[config.mk]
export PLATFORM = sky130hd
export DESIGN_NAME = uart_csr
export DESIGN_NICKNAME = d
export VERILOG_FILES = /design/src/rtl/uart_csr_pkg.sv /design/src/rtl/uart_csr_cmd.sv /design/src/rtl/uart_csr_tx.sv /design/src/rtl/uart_csr_irq.sv /design/src/rtl/uart_csr.sv
export SDC_FILE = /design/constraint.sdc
export NUM_CORES = 1
export LEC_CHECK = 0
export BUFFER_PORTS_ARGS = -buffer_cell sky130_fd_sc_hd__buf_2
export CORE_MARGIN = 2
export CORE_UTILIZATION = 29
export DETAILED_ROUTE_END_ITERATION = 7
export PLACE_DENSITY = 0.58
export RECOVER_POWER = 50
export SLEW_MARGIN = 20
export SYNTH_ARGS = -nofsm -noshare
export SYNTH_HDL_FRONTEND = slang
export SYNTH_SLANG_ARGS = --single-unit
[constraint.sdc]
create_clock -name clk_i -period 1.6 [get_ports clk_i]
set_input_delay 0.16 -clock clk_i [delete_from_list [all_inputs] [get_ports clk_i]]
set_output_delay 0.16 -clock clk_i [all_outputs]
set_load 0.005 [all_outputs]
[src/rtl/uart_csr_pkg.sv]
package uart_csr_pkg;
  localparam int ADDR_W = 6;
  localparam int MODE_N = 2;

  localparam logic [ADDR_W-1:0] OFS_MODE   = 6'h00;
  localparam logic [ADDR_W-1:0] OFS_STAT   = 6'h04;
  localparam logic [ADDR_W-1:0] OFS_CMD    = 6'h08;
  localparam logic [ADDR_W-1:0] OFS_DATA   = 6'h0C;
  localparam logic [ADDR_W-1:0] OFS_IRQ    = 6'h14;
  localparam logic [ADDR_W-1:0] OFS_BAUD_A = 6'h18;
  localparam logic [ADDR_W-1:0] OFS_BAUD_B = 6'h1C;

  localparam logic [2:0] MISC_PTR_RST = 3'd1;
  localparam logic [2:0] MISC_RX_RST  = 3'd2;
  localparam logic [2:0] MISC_TX_RST  = 3'd3;
  localparam logic [2:0] MISC_BRK_CLR = 3'd5;
  localparam logic [1:0] PATH_ON      = 2'd1;
  localparam logic [1:0] PATH_OFF     = 2'd2;

  localparam int MODE_RXSEL_BIT = 6;

  typedef struct packed {
    logic ptr_rst;
    logic rx_reset;
    logic tx_reset;
    logic brk_clr;
    logic tx_on;
    logic tx_off;
    logic rx_on;
    logic rx_off;
  } cmd_t;
endpackage

[src/rtl/uart_csr_cmd.sv]
module uart_csr_cmd
  import uart_csr_pkg::*;
(
  input  logic       strobe_i,
  input  logic [6:0] cmd_i,
  output cmd_t       ctl_o
);
  logic [2:0] misc;
  logic [1:0] txf, rxf;

  assign misc = cmd_i[6:4];
  assign txf  = cmd_i[3:2];
  assign rxf  = cmd_i[1:0];

  always_comb begin
    ctl_o          = '0;
    ctl_o.ptr_rst  = strobe_i && (misc == MISC_PTR_RST);
    ctl_o.rx_reset = strobe_i && (misc == MISC_RX_RST);
    ctl_o.tx_reset = strobe_i && (misc == MISC_TX_RST);
    ctl_o.brk_clr  = strobe_i && (misc == MISC_BRK_CLR);
    ctl_o.tx_on    = strobe_i && (txf == PATH_ON);
    ctl_o.tx_off   = strobe_i && (txf == PATH_OFF);
    ctl_o.rx_on    = strobe_i && (rxf == PATH_ON);
    ctl_o.rx_off   = strobe_i && (rxf == PATH_OFF);
  end
endmodule

[src/rtl/uart_csr_tx.sv]
module uart_csr_tx #(
  parameter int DATA_W = 8
) (
  input  logic              clk_i,
  input  logic              rst_ni,
  input  logic              wr_i,
  input  logic [DATA_W-1:0] wdata_i,
  input  logic              en_i,
  input  logic              reset_i,
  input  logic              ready_i,
  output logic              valid_o,
  output logic [DATA_W-1:0] data_o,
  output logic              empty_o
);
  logic              held_q;
  logic [DATA_W-1:0] byte_q;

  assign valid_o = held_q && en_i;
  assign data_o  = byte_q;
  assign empty_o = !held_q;

  always_ff @(posedge clk_i or negedge rst_ni) begin
    if (!rst_ni) begin
      held_q <= 1'b0;
      byte_q <= '0;
    end else begin
      if (wr_i) byte_q <= wdata_i;
      if (reset_i)                  held_q <= 1'b0;
      else if (wr_i)                held_q <= 1'b1;
      else if (valid_o && ready_i)  held_q <= 1'b0;
    end
  end


  tx_done_chk: assert property (@(posedge clk_i) disable iff (!rst_ni)
    (valid_o && ready_i && !wr_i) |=> empty_o);

  tx_load_chk: assert property (@(posedge clk_i) disable iff (!rst_ni)
    (wr_i && !reset_i) |=> (!empty_o && data_o == $past(wdata_i)));
endmodule

[src/rtl/uart_csr_irq.sv]
module uart_csr_irq #(
  parameter int DATA_W = 8
) (
  input  logic              clk_i,
  input  logic              rst_ni,
  input  logic              tx_rdy_i,
  input  logic              rx_rdy_i,
  input  logic              rx_full_i,
  input  logic              sel_full_i,
  input  logic              brk_i,
  input  logic              brk_clr_i,
  input  logic              mask_wr_i,
  input  logic [DATA_W-1:0] wdata_i,
  output logic [DATA_W-1:0] isr_o,
  output logic              irq_o
);
  logic              brk_q;
  logic [DATA_W-1:0] mask_q;

  always_ff @(posedge clk_i or negedge rst_ni) begin
    if (!rst_ni) begin
      brk_q  <= 1'b0;
      mask_q <= '0;
    end else begin
      if (brk_i)          brk_q <= 1'b1;
      else if (brk_clr_i) brk_q <= 1'b0;
      if (mask_wr_i) mask_q <= wdata_i;
    end
  end

  always_comb begin
    isr_o    = '0;
    isr_o[0] = tx_rdy_i;
    isr_o[1] = sel_full_i ? rx_full_i : rx_rdy_i;
    isr_o[2] = brk_q;
  end

  assign irq_o = |(isr_o & mask_q);


  brk_set_chk: assert property (@(posedge clk_i) disable iff (!rst_ni)
    brk_i |=> isr_o[2]);

  irq_mask_chk: assert property (@(posedge clk_i) disable iff (!rst_ni)
    (mask_wr_i && wdata_i == '0) |=> !irq_o);
endmodule

[src/rtl/uart_csr.sv]
module uart_csr
  import uart_csr_pkg::*;
#(
  parameter int FIFO_DEPTH = 4,
  parameter int DATA_W     = 8,
  localparam int CNT_W     = $clog2(FIFO_DEPTH + 1)
) (
  input  logic              clk_i,
  input  logic              rst_ni,
  input  logic              cs_i,
  input  logic              we_i,
  input  logic [ADDR_W-1:0] addr_i,
  input  logic [DATA_W-1:0] wdata_i,
  output logic [DATA_W-1:0] rdata_o,
  input  logic [CNT_W-1:0]  rx_count_i,
  input  logic [DATA_W-1:0] rx_data_i,
  output logic              rx_pop_o,
  output logic              rx_flush_o,
  output logic              rx_en_o,
  input  logic              brk_i,
  input  logic [DATA_W-1:0] baud_a_i,
  input  logic [DATA_W-1:0] baud_b_i,
  output logic [DATA_W-1:0] tx_data_o,
  output logic              tx_valid_o,
  input  logic              tx_ready_i,
  output logic              irq_o
);
  logic wr, rd, wr_mode, wr_cmd, wr_data, wr_mask;
  cmd_t ctl;
  logic [DATA_W-1:0] mode_q [MODE_N];
  logic              mode_ptr_q;
  logic              tx_en_q, rx_en_q;
  logic              rx_rdy, rx_full, tx_empty;
  logic [DATA_W-1:0] status, isr, rd_mux, rdata_q;

  assign wr      = cs_i && we_i;
  assign rd      = cs_i && !we_i;
  assign wr_mode = wr && (addr_i == OFS_MODE);
  assign wr_cmd  = wr && (addr_i == OFS_CMD);
  assign wr_data = wr && (addr_i == OFS_DATA);
  assign wr_mask = wr && (addr_i == OFS_IRQ);

  uart_csr_cmd u_cmd (
    .strobe_i (wr_cmd),
    .cmd_i    (wdata_i[6:0]),
    .ctl_o    (ctl)
  );

  for (genvar i = 0; i < MODE_N; i++) begin : g_mode
    always_ff @(posedge clk_i or negedge rst_ni) begin
      if (!rst_ni)                                mode_q[i] <= '0;
      else if (wr_mode && (mode_ptr_q == 1'(i)))  mode_q[i] <= wdata_i;
    end
  end

  always_ff @(posedge clk_i or negedge rst_ni) begin
    if (!rst_ni) begin
      mode_ptr_q <= 1'b0;
      tx_en_q    <= 1'b0;
      rx_en_q    <= 1'b0;
    end else begin
      if (ctl.ptr_rst)  mode_ptr_q <= 1'b0;
      else if (wr_mode) mode_ptr_q <= 1'b1;
      // path fields act after the misc field of the same byte
      if (ctl.tx_on)                      tx_en_q <= 1'b1;
      else if (ctl.tx_off || ctl.tx_reset) tx_en_q <= 1'b0;
      if (ctl.rx_on)                      rx_en_q <= 1'b1;
      else if (ctl.rx_off || ctl.rx_reset) rx_en_q <= 1'b0;
    end
  end

  assign rx_rdy  = rx_count_i != '0;
  assign rx_full = rx_count_i == CNT_W'(FIFO_DEPTH);

  uart_csr_tx #(.DATA_W(DATA_W)) u_tx (
    .clk_i   (clk_i),
    .rst_ni  (rst_ni),
    .wr_i    (wr_data),
    .wdata_i (wdata_i),
    .en_i    (tx_en_q),
    .reset_i (ctl.tx_reset),
    .ready_i (tx_ready_i),
    .valid_o (tx_valid_o),
    .data_o  (tx_data_o),
    .empty_o (tx_empty)
  );

  uart_csr_irq #(.DATA_W(DATA_W)) u_irq (
    .clk_i      (clk_i),
    .rst_ni     (rst_ni),
    .tx_rdy_i   (tx_en_q),
    .rx_rdy_i   (rx_rdy),
    .rx_full_i  (rx_full),
    .sel_full_i (mode_q[0][MODE_RXSEL_BIT]),
    .brk_i      (brk_i),
    .brk_clr_i  (ctl.brk_clr),
    .mask_wr_i  (wr_mask),
    .wdata_i    (wdata_i),
    .isr_o      (isr),
    .irq_o      (irq_o)
  );

  always_comb begin
    status    = '0;
    status[0] = rx_rdy;
    status[1] = rx_full;
    status[2] = tx_en_q;
    status[3] = tx_empty;
  end

  always_comb begin
    unique case (addr_i)
      OFS_MODE:   rd_mux = mode_q[mode_ptr_q];
      OFS_STAT:   rd_mux = status;
      OFS_DATA:   rd_mux = rx_rdy ? rx_data_i : '0;
      OFS_IRQ:    rd_mux = isr;
      OFS_BAUD_A: rd_mux = baud_a_i;
      OFS_BAUD_B: rd_mux = baud_b_i;
      default:    rd_mux = '0;
    endcase
  end

  always_ff @(posedge clk_i or negedge rst_ni) begin
    if (!rst_ni)  rdata_q <= '0;
    else if (rd)  rdata_q <= rd_mux;
  end

  assign rdata_o    = rdata_q;
  assign rx_pop_o   = rd && (addr_i == OFS_DATA) && rx_rdy;
  assign rx_flush_o = ctl.rx_reset;
  assign rx_en_o    = rx_en_q;


  mode_ptr_chk: assert property (@(posedge clk_i) disable iff (!rst_ni)
    wr_mode |=> mode_ptr_q);

  tx_off_chk: assert property (@(posedge clk_i) disable iff (!rst_ni)
    (wr && addr_i == OFS_CMD && wdata_i[3:2] == PATH_OFF) |=> !tx_valid_o);

  pop_guard_chk: assert property (@(posedge clk_i) disable iff (!rst_ni)
    (rd && addr_i == OFS_DATA && rx_count_i == '0) |=> rdata_o == '0);
endmodule

# --- Yosys cells after proc, flatten, opt, wreduce, memory -nomap -nowiden ---
# Cells that the tools add are included.
# W data, S select, Z words.
op_classes:
  muxes: 17
  n_lt_le_gt_ge: 1
  eq_ne: 15
  reduce_logical: 32
  n_bitwise: 3
op_table:
  columns: ["cell", "count"]
  rows:
  - ["$pmux W8 S6", 1]
  - ["$mux W8", 4]
  - ["$logic_and A1 B1 Y1", 20]
  - ["$eq A6 B5 Y1 const B", 3]
  - ["$eq A6 B4 Y1 const B", 2]
  - ["$mux W1", 12]
  - ["$and A3 B8 Y8", 1]
  - ["$reduce_bool A2 Y1", 4]
  - ["$reduce_or A8 Y1", 1]
  - ["$eq A3 B2 Y1 const B", 2]
  - ["$eq A3 B3 Y1 const B", 2]
  - ["$eq A6 B3 Y1 const B", 1]
  - ["$logic_not A6 Y1", 1]
  - ["$reduce_bool A3 Y1", 2]
  - ["$eq A2 B1 Y1 const B", 2]
  - ["$eq A2 B2 Y1 const B", 2]
  - ["$eq A3 B1 Y1 const B", 1]
  - ["$ge A2 B2 Y1 const B", 1]
  - ["$logic_not A1 Y1", 2]
  - ["$logic_or A1 B1 Y1", 2]
  - ["$not A1 Y2", 1]
  - ["$not A1 Y1", 1]
totals:
  register_bits: 45
  in_bits: 47
  wordCells: 78

# --- Longest topological paths before layout ---
# Gate-level depths: netlist of the first run.
logic_depth:
  depth_word: 6
  mapped_depth: 6
  ltp_nobuf: 4

# --- Modules after synthesis ---
# Synthesis of the first run repeated with hierarchy kept, for this count alone.
unflattened:
  cells_unflattened: 184
  area_unflattened_um2: 2175.8
by_module_without_submodules:
  columns: ["module", "area_each_um2", "cells_per_inst", "seq_area_each_um2", "instances"]
  rows:
  - ["uart_csr", 1502.7, 133, 675.6, 1]
  - ["uart_csr_tx", 352.8, 23, 225.2, 1]
  - ["uart_csr_irq", 232.7, 20, 100.1, 1]
  - ["uart_csr_cmd", 87.6, 8, 0.0, 1]

# --- Worst setup path after synthesis of the first run ---
# No wires, ideal clock.
synth_timing:
  path_kind: "input to register"
  start: "in addr_i[5]"
  end: "reg mode_q[10] (netlist name)"
  t_required_ps: 1475
  path_slack_ps: -187
  path_buffers: 1
  setup_time_ps: 125
  stages: 4
  arrival_ps: 1662
  path_cell_list: "or4_1 buf_4 nor4_4 mux2_2"
synth_via:
  elab_chain_cells: 3
synth_lines:
  columns: ["item", "line_no", "rtl"]
  rows:
  - ["start: declaration", "uart_csr.sv:12", "input logic [ADDR_W-1:0] addr_i,"]
  - ["$logic_not A6 Y1", "uart_csr.sv:38", "assign wr_mode = wr && (addr_i == OFS_MODE);"]
  - ["$logic_and A1 B1 Y1", "uart_csr.sv:38", null]
  - ["$logic_and A1 B1 Y1", "uart_csr.sv:52", "else if (wr_mode && (mode_ptr_q == 1'(i))) mode_q[i] <= wdata_i;"]
  - ["end signal: indexed assignment", "uart_csr.sv:52", null]
  - ["end: declaration", "uart_csr.sv:30", "logic [DATA_W-1:0] mode_q [MODE_N];"]
# No other way between the ends.
# A chain may end at the register's enable or synchronous reset.

# --- Worst setup path after layout of the first run ---
layout_timing:
  start: "in addr_i[5]"
  end: "out rx_flush_o"
layout_via:
  elab_chain_cells: 3
layout_lines:
  columns: ["item", "line_no", "rtl"]
  rows:
  - ["$eq A6 B4 Y1", "uart_csr.sv:39", "assign wr_cmd = wr && (addr_i == OFS_CMD);"]
  - ["$logic_and A1 B1 Y1", "uart_csr.sv:39", null]
  - ["$logic_and A1 B1 Y1", "uart_csr_cmd.sv:18", "ctl_o.rx_reset = strobe_i && (misc == MISC_RX_RST);"]
  - ["end: declaration", "uart_csr.sv:18", "output logic rx_flush_o,"]
# No other way between the ends.

==> reports/qor.yml, run 1 <==
status:
  status: "finished clean"
sta:
  fin_crit_ns: 1.58
  finalClockSkew_ns: 0.00360
  max_freq_mhz: 633
  post-route-period-util_pct: 98.7
  worstMarginPinSlew_ns: 0.600
  rsz0062_at_grt: "yes"
  hold_slack_ns: 0.0426
  setup_tns_ns: 0
  finalSetupViolCount: 0
  relSlewSlack_pct: 60.0
  slew_violations: 0
  hold_viol: 0
floorplan:
  pin_count: 68
  start_util_pct: 29.7
  coreArea_um2: 6720
  die_width_um: 87.0
  fp.dieH_um: 87.0
  rows: 30
  die-area_um2: 7570
final_layout:
  final_area_um2: 2780
  fillCellCount: 675
  diodes: 0
  register_area_um2: 1000
  fin_util_pct: 41.4
  drive_gt1_share_pct: 50.0
  multi_input_area_um2: 1030
  area_growth_pct: 39.2
  nets: 316
drt:
  wl_mm: 5.77
  via_per_inst: 5.03
  wl_per_cell_um: 16.5
  drtIter0Drc: 39
  dr.pass1.iters: 4
  route.vias.total: 1761
  detail-route-antenna-nets: 0
  drc: 0
grt:
  grt_pass1_wl_mm: 9.27
  overflow: 0
  antenna_found_initial: 0
  grt_max_degree: 23
  grt_usage_pct: 16.1
  grt_pass1_vias: 1837
place:
  place_area_um2: 2620
  placement.io_buffers: 67
  gp_congestion: 0.779
  dpl.hpwl_mm: 4.30
worst_setup_path:
  rrSetupSlack_ns: 0.21
  critPathArrivalTime_ns: 1.42
  start_kind: "input pin"
  crit_type: "input pin to output port"
  end_kind: "output port"
  required_ns: 1.44
  ff2ff_path_depth: 5
  rr_startpoint: "mode_ptr_q$_DFFE_PN0P_"
  path_max_fanout: 5
  timing.rr.end: "rdata_o[7]$_DFFE_PN0P_"
clocking:
  clk_latency_ns: 0.30
  clk_pin_slew_ns: 0.08
  root_buffer: "clkbuf_8"
  cts_tree: "built"
  cts_inserted_buffers: 5
  cts_max_path_buffers: 2
  clock-sinks: 40
  htreeDepth: 2
yosys:
  syn_avg_cell_area_um2: 11.3
  synth_area_leaders: "dfrtp_1 50%, mux2_2 17%, a21oi_1 3.3%"
  syn-num-nets: 224
  synth_edf_count: 0
  async_reset_ff_share_pct: 100
  syn_inst: 177
  yosys.area.top_type_share_pct: 50.1
  ys_ff_latch: 40
  ys.flop_type: "dfrtp_1"
  yosysSeqAreaShare_pct: 50.1
  yosys.area.top_type: "dfrtp_1"
  yosysWarningCount: 0
  ys_types: 34
  syn_area_um2: 2000
power_and_ir_drop:
  p_seq_share_pct: 48.4
  power.share.clock_pct: 35.4
  p_int_w: 0.00174
  switchingPower_w: 0.000585
  powerDensity_nw_per_um2: 837
  ir_drop_mv: 0.360
  power.leakage_nw: 1.32
  swShare_pct: 25.1
  comb_power_share_pct: 16.1
flow_run:
  drv_cap: 0
worst_hold_path:
  hold_path.class: "input pin to flop"
  min_from: "brk_i"
  whs_endpoint: "u_irq.brk_q$_DFFE_PN0P_"
  hold_depth: 2
cells in the final DEF (no fill, tap or decap), types with 2 or more instances in the layout:
cell type	n
nand3b_1	2
nor3_2	3
a21oi_1	12
nor2_1	15
nor4_1	2
nand2_1	9
mux2_4	8
nand2b_1	5
buf_2	60
a221oi_1	7
a22oi_1	6
a31oi_1	4
mux2i_1	5
nor3_4	2
buf_4	19
clkbuf_8	5
mux2_2	23
buf_6	3
nor2b_1	4
nor3_1	5
o21ai_0	2
dfrtp_1	40
clkbuf_1	7
state kept, by name, summed over array words and instances (netlist names), 3 cells and up:
name / cells
u_irq.mask_q: 3
u_tx.data_o: 8
rdata_o: 8
mode_q: 16
routing by layer:
| layer | wire length [um] | global-route usage, % | share of wire [%] |
|---|---|---|---|
| met1 | 2620 | 20.9 | 45 |
| met5 | 0 | 0 | 0 |
| met4 | 123 | 6.11 | 2.1 |
| met2 | 2670 | 25.9 | 46 |
| met3 | 357 | 4.08 | 6.2 |
stage by stage:
step | setup WS, ns | instances | power, W
final | 0.0213 | 350 | 0.00233
after global routing | -0.00773 | 350 | 0.00245
after CTS | -0.00188 | 350 | 0.00236
after detailed placement | -0.272 | 338 | 0.00152
after global placement | -0.213 | 338 | 0.00152
after floorplan | -0.168 | 177 | 0.00131
area by class of cell:
type,count,area share [%]
clock buffer,6,2.61
clock inverter,2,1.26
inverter,1,0.135
multi-input combinational,130,37.2
sequential,40,36.0
tap,80,3.60
timing repair buffer,91,19.2
synth_stat cells, drive strengths merged (2+ instances only):
cell type / count
dfrtp: 40
nor2b: 4
mux2: 31
nor2: 16
nand2: 10
o21ai: 3
nor3: 10
nor4: 3
nand3b: 2
a21oi: 13
nand2b: 5
a221oi: 7
buf: 4
clkbuf: 2
a31oi: 4
mux2i: 5
a22oi: 6
power groups by stage:
stage | clock, W | combinational (W) | sequential [W]
after floorplan | 0 | 0.000167 | 0.00114
after global placement | 0 | 0.000369 | 0.00115
after detailed placement | 0 | 0.000375 | 0.00115
after CTS | 0.000850 | 0.000380 | 0.00113
after global routing | 0.000894 | 0.000421 | 0.00114
final | 0.000824 | 0.000375 | 0.00113
worst max path at each step:
stage	startpoint	end	slack (ns)
after detailed placement	addr_i[5]	mode_q[0]$_DFFE_PN0P_	-0.27
after floorplan	addr_i[5]	mode_q[10]$_DFFE_PN0P_	-0.17
after global placement	addr_i[5]	mode_q[7]$_DFFE_PN0P_	-0.21
after global routing	addr_i[5]	rx_flush_o	-0.008
final	addr_i[5]	rx_flush_o	0.02
after CTS	addr_i[0]	rx_flush_o	-0.002
critical path, cell delays in order:
cell    delay, ns
buf_6        0.09
or4_4        0.57
or3_4        0.40
nor2_2       0.08
buf_2        0.11
cells by family (layout without fill, tap and decap cells):
group           after synthesis  in the layout  share of synthesized area [%]
compound gates               38             38                           12.6
buf+inv                       7            100                           1.57
mux                          36             36                           20.0
simple gates                 56             56                           15.7
flops                        40             40                           50.1
what timing repair did:
action                                  4_1_cts  5_1_grt
resized for setup                             1        5
endpoints found under the hold margin        20        0
pin swaps                                     2        2
buffers inserted                              3        0
hold buffers                                  1        0
endpoints found under the setup margin        1       19
Power figures use the tool's default switching activity.
==> run 2, diff against run 1 <==
--- a/config.mk
+++ b/config.mk
@@ -5,9 +5,11 @@
 export SDC_FILE = /design/constraint.sdc
 export NUM_CORES = 1
 export LEC_CHECK = 0
+export ABC_CLOCK_PERIOD_IN_PS = 1600
 export BUFFER_PORTS_ARGS = -buffer_cell sky130_fd_sc_hd__buf_2
 export CORE_MARGIN = 2
 export CORE_UTILIZATION = 29
+export CTS_BUF_LIST = sky130_fd_sc_hd__clkbuf_2 sky130_fd_sc_hd__clkbuf_4 sky130_fd_sc_hd__clkbuf_8
 export DETAILED_ROUTE_END_ITERATION = 7
 export PLACE_DENSITY = 0.58
 export RECOVER_POWER = 50
==> reports/qor.yml, run 2 (synthesis results as in run 1) <==
status:
  status: "finished clean"
worst_setup_path:
  ff2ff_path_depth: 5  # unchanged
  crit_chain: "buf_6 -> or4_4 -> or3_4 -> nor2_2 -> buf_2"
  crit_type: "input pin to output port"
  slowest_delay_ns: 0.57  # about the same
  required_ns: 1.44  # about the same
  end_kind: "output port"
  cpMaxStageDelayCell: "or4_4"
  crit_family: "simple AND/OR/NAND/NOR gates"
  path_depth: 5  # unchanged
  critPathArrivalTime_ns: 1.42  # about the same
  path_max_fanout: 5  # unchanged
  start_kind: "input pin"
  cp.buffers_inverters: 2  # unchanged
floorplan:
  pin_count: 68  # unchanged
  rows: 30  # unchanged
  die-area_um2: 7570  # unchanged
  die_width_um: 87.0  # unchanged
  start_util_pct: 29.7  # unchanged
  coreArea_um2: 6720  # unchanged
  fp.dieH_um: 87.0  # unchanged
clocking:
  cts_max_path_buffers: 2  # unchanged
  cts_inserted_buffers: 5  # unchanged
  root_buffer: "clkbuf_8"
  clock-sinks: 40  # unchanged
  htreeDepth: 2  # unchanged
  clk_latency_ns: 0.30  # about the same
  cts_tree: "built"
  clk_pin_slew_ns: 0.08  # about the same
final_layout:
  final_cell_mix: "60 x buf_2, 40 x dfrtp_1, 23 x mux2_2"
  layout_commonest_cell: "buf_2"
  final_area_um2: 2780  # +0.13%
  fillCellCount: 676  # +0.15%
  drive_gt1_share_pct: 50.4  # +0.37 points
  area_growth_pct: 39.4
  largest_reg_flops: 16  # unchanged
  diodes: 0  # unchanged
  nets: 316  # unchanged
  regMostFlops: "mode_q"
sta:
  worstMarginPinSlew_ns: 0.597  # -0.00353 ns
  hold_viol: 0  # unchanged
  final.setup.worst_slack_ns: 0.0213  # +0.00000800 ns
  slew_violations: 0  # unchanged
  finalSetupViolCount: 0  # unchanged
  rsz0062_at_grt: "yes"
  relSlewSlack_pct: 60.2  # +0.24 points
  post-route-period-util_pct: 98.7  # about the same
  fin_crit_ns: 1.58  # -0.00000800 ns
  finalClockSkew_ns: 0.00648  # +0.00288 ns
  max_freq_mhz: 633  # about the same
grt:
  grt_usage_pct: 16.1  # unchanged
  grtUsageMet1_pct: 20.9  # unchanged
  grt-busiest-layer: "met2"
  met3_usage_pct: 4.08  # unchanged
  overflow: 0  # unchanged
  grt_pass1_wl_mm: 9.27  # unchanged
  grt_max_degree: 23  # unchanged
  grt_use_met2_pct: 25.9  # unchanged
  grt_pass1_vias: 1834  # -0.16%
  antenna_found_initial: 0  # unchanged
drt:
  route.vias.total: 1756  # -0.28%
  detail-route-antenna-nets: 0  # unchanged
  via_per_inst: 5.02  # -0.28%
  drtIter0Drc: 49  # +26%
  wl_per_cell_um: 16.5  # about the same
  drc: 0  # unchanged
  wl_mm: 5.77  # about the same
  dr.pass1.iters: 4  # unchanged
flow_run:
  drv_cap: 0  # unchanged
power_and_ir_drop:
  power.leakage_nw: 1.33  # +0.26%
  ir_drop_mv: 0.360  # about the same
  powerDensity_nw_per_um2: 843  # +0.74%
place:
  dpl.hpwl_mm: 4.30  # unchanged
  gp_congestion: 0.779  # unchanged
  place_area_um2: 2620  # unchanged
  dp_slack_ns: -0.272  # unchanged
  placement.io_buffers: 67  # unchanged
worst_hold_path:
  hold_depth: 2  # unchanged
  hold_path.class: "input pin to flop"
==> run 2: changes by cell type in the layout (fill, tap and decap cells not counted) <==
cell      change
clkbuf_1      -1
clkbuf_4      +1
==> run 2: worst paths after layout <==
kind | startpoint | slack, ns | to
setup / recovery | addr_i[5] | 0.02 | rx_flush_o
hold / removal | brk_i | 0.04 | u_irq.brk_q$_DFFE_PN0P_
setup reg to reg | mode_ptr_q$_DFFE_PN0P_ | 0.22 | rdata_o[7]$_DFFE_PN0P_
hold reg to reg | mode_q[15]$_DFFE_PN0P_ | 0.51 | mode_q[15]$_DFFE_PN0P_
max in group asynchronous | rst_ni | 0.30 | mode_q[15]$_DFFE_PN0P_
min in group asynchronous | rst_ni | 0.39 | rdata_o[0]$_DFFE_PN0P_
==> run 2: layout make-up <==
class / count / area (um^2) / area share, %
Inverter: 1 / 3.75 / 0.135
Tap cell: 80 / 100 / 3.60
Clock inverter: 2 / 35.0 / 1.26
Multi-Input combinational cell: 130 / 1030 / 37.1
Timing Repair Buffer: 91 / 534 / 19.2
Sequential cell: 40 / 1000 / 36.0
Clock buffer: 6 / 76.3 / 2.74
==> run 2: per-layer routing <==
metal,vias up,wire length (um),share of wire [%]
li1,842,-,-
met1,840,2610,45
met2,63,2660,46
met3,11,374,6.5
met4,0,123,2.1
met5,-,0,0
==> run 2: metrics by stage <==
stage | TNS, ns | total power, W | hold slack (ns) | cells | util [%]
2_1_floorplan | -3.18 | 0.00131 | -0.136 | 177 | -
3_5_place_dp | -6.78 | 0.00152 | 0.173 | 338 | 39.0
4_1_cts | -0.00188 | 0.00238 | 0.0389 | 350 | 41.2
3_3_place_gp | -6.19 | 0.00152 | 0.164 | 338 | 39.0
6_report | 0 | 0.00235 | 0.0428 | 350 | 41.4
5_1_grt | -0.00773 | 0.00247 | 0.0446 | 350 | 41.4
==> run 2: worst reg2reg max path, cell delays in order (launching register included) <==
cell,delay (ns)
dfrtp_1,0.39
buf_4,0.22
mux2i_1,0.27
nor3_1,0.07
a221oi_1,0.22
a21oi_1,0.10
==> run 2: where the power goes <==
group	internal [W]	switching (W)
combinational	0.000194	0.000181
sequential	0.00108	0.0000421
clock	0.000480	0.000365
==> run 2: timing repair <==
item                       CTS  global route
pin swaps                    2             2
setup buffers                3             0
hold buffers                 1             0
gates cloned                 0             0
hold endpoints to repair    20             0
gates resized for setup      1             5
setup endpoints to repair    1            19
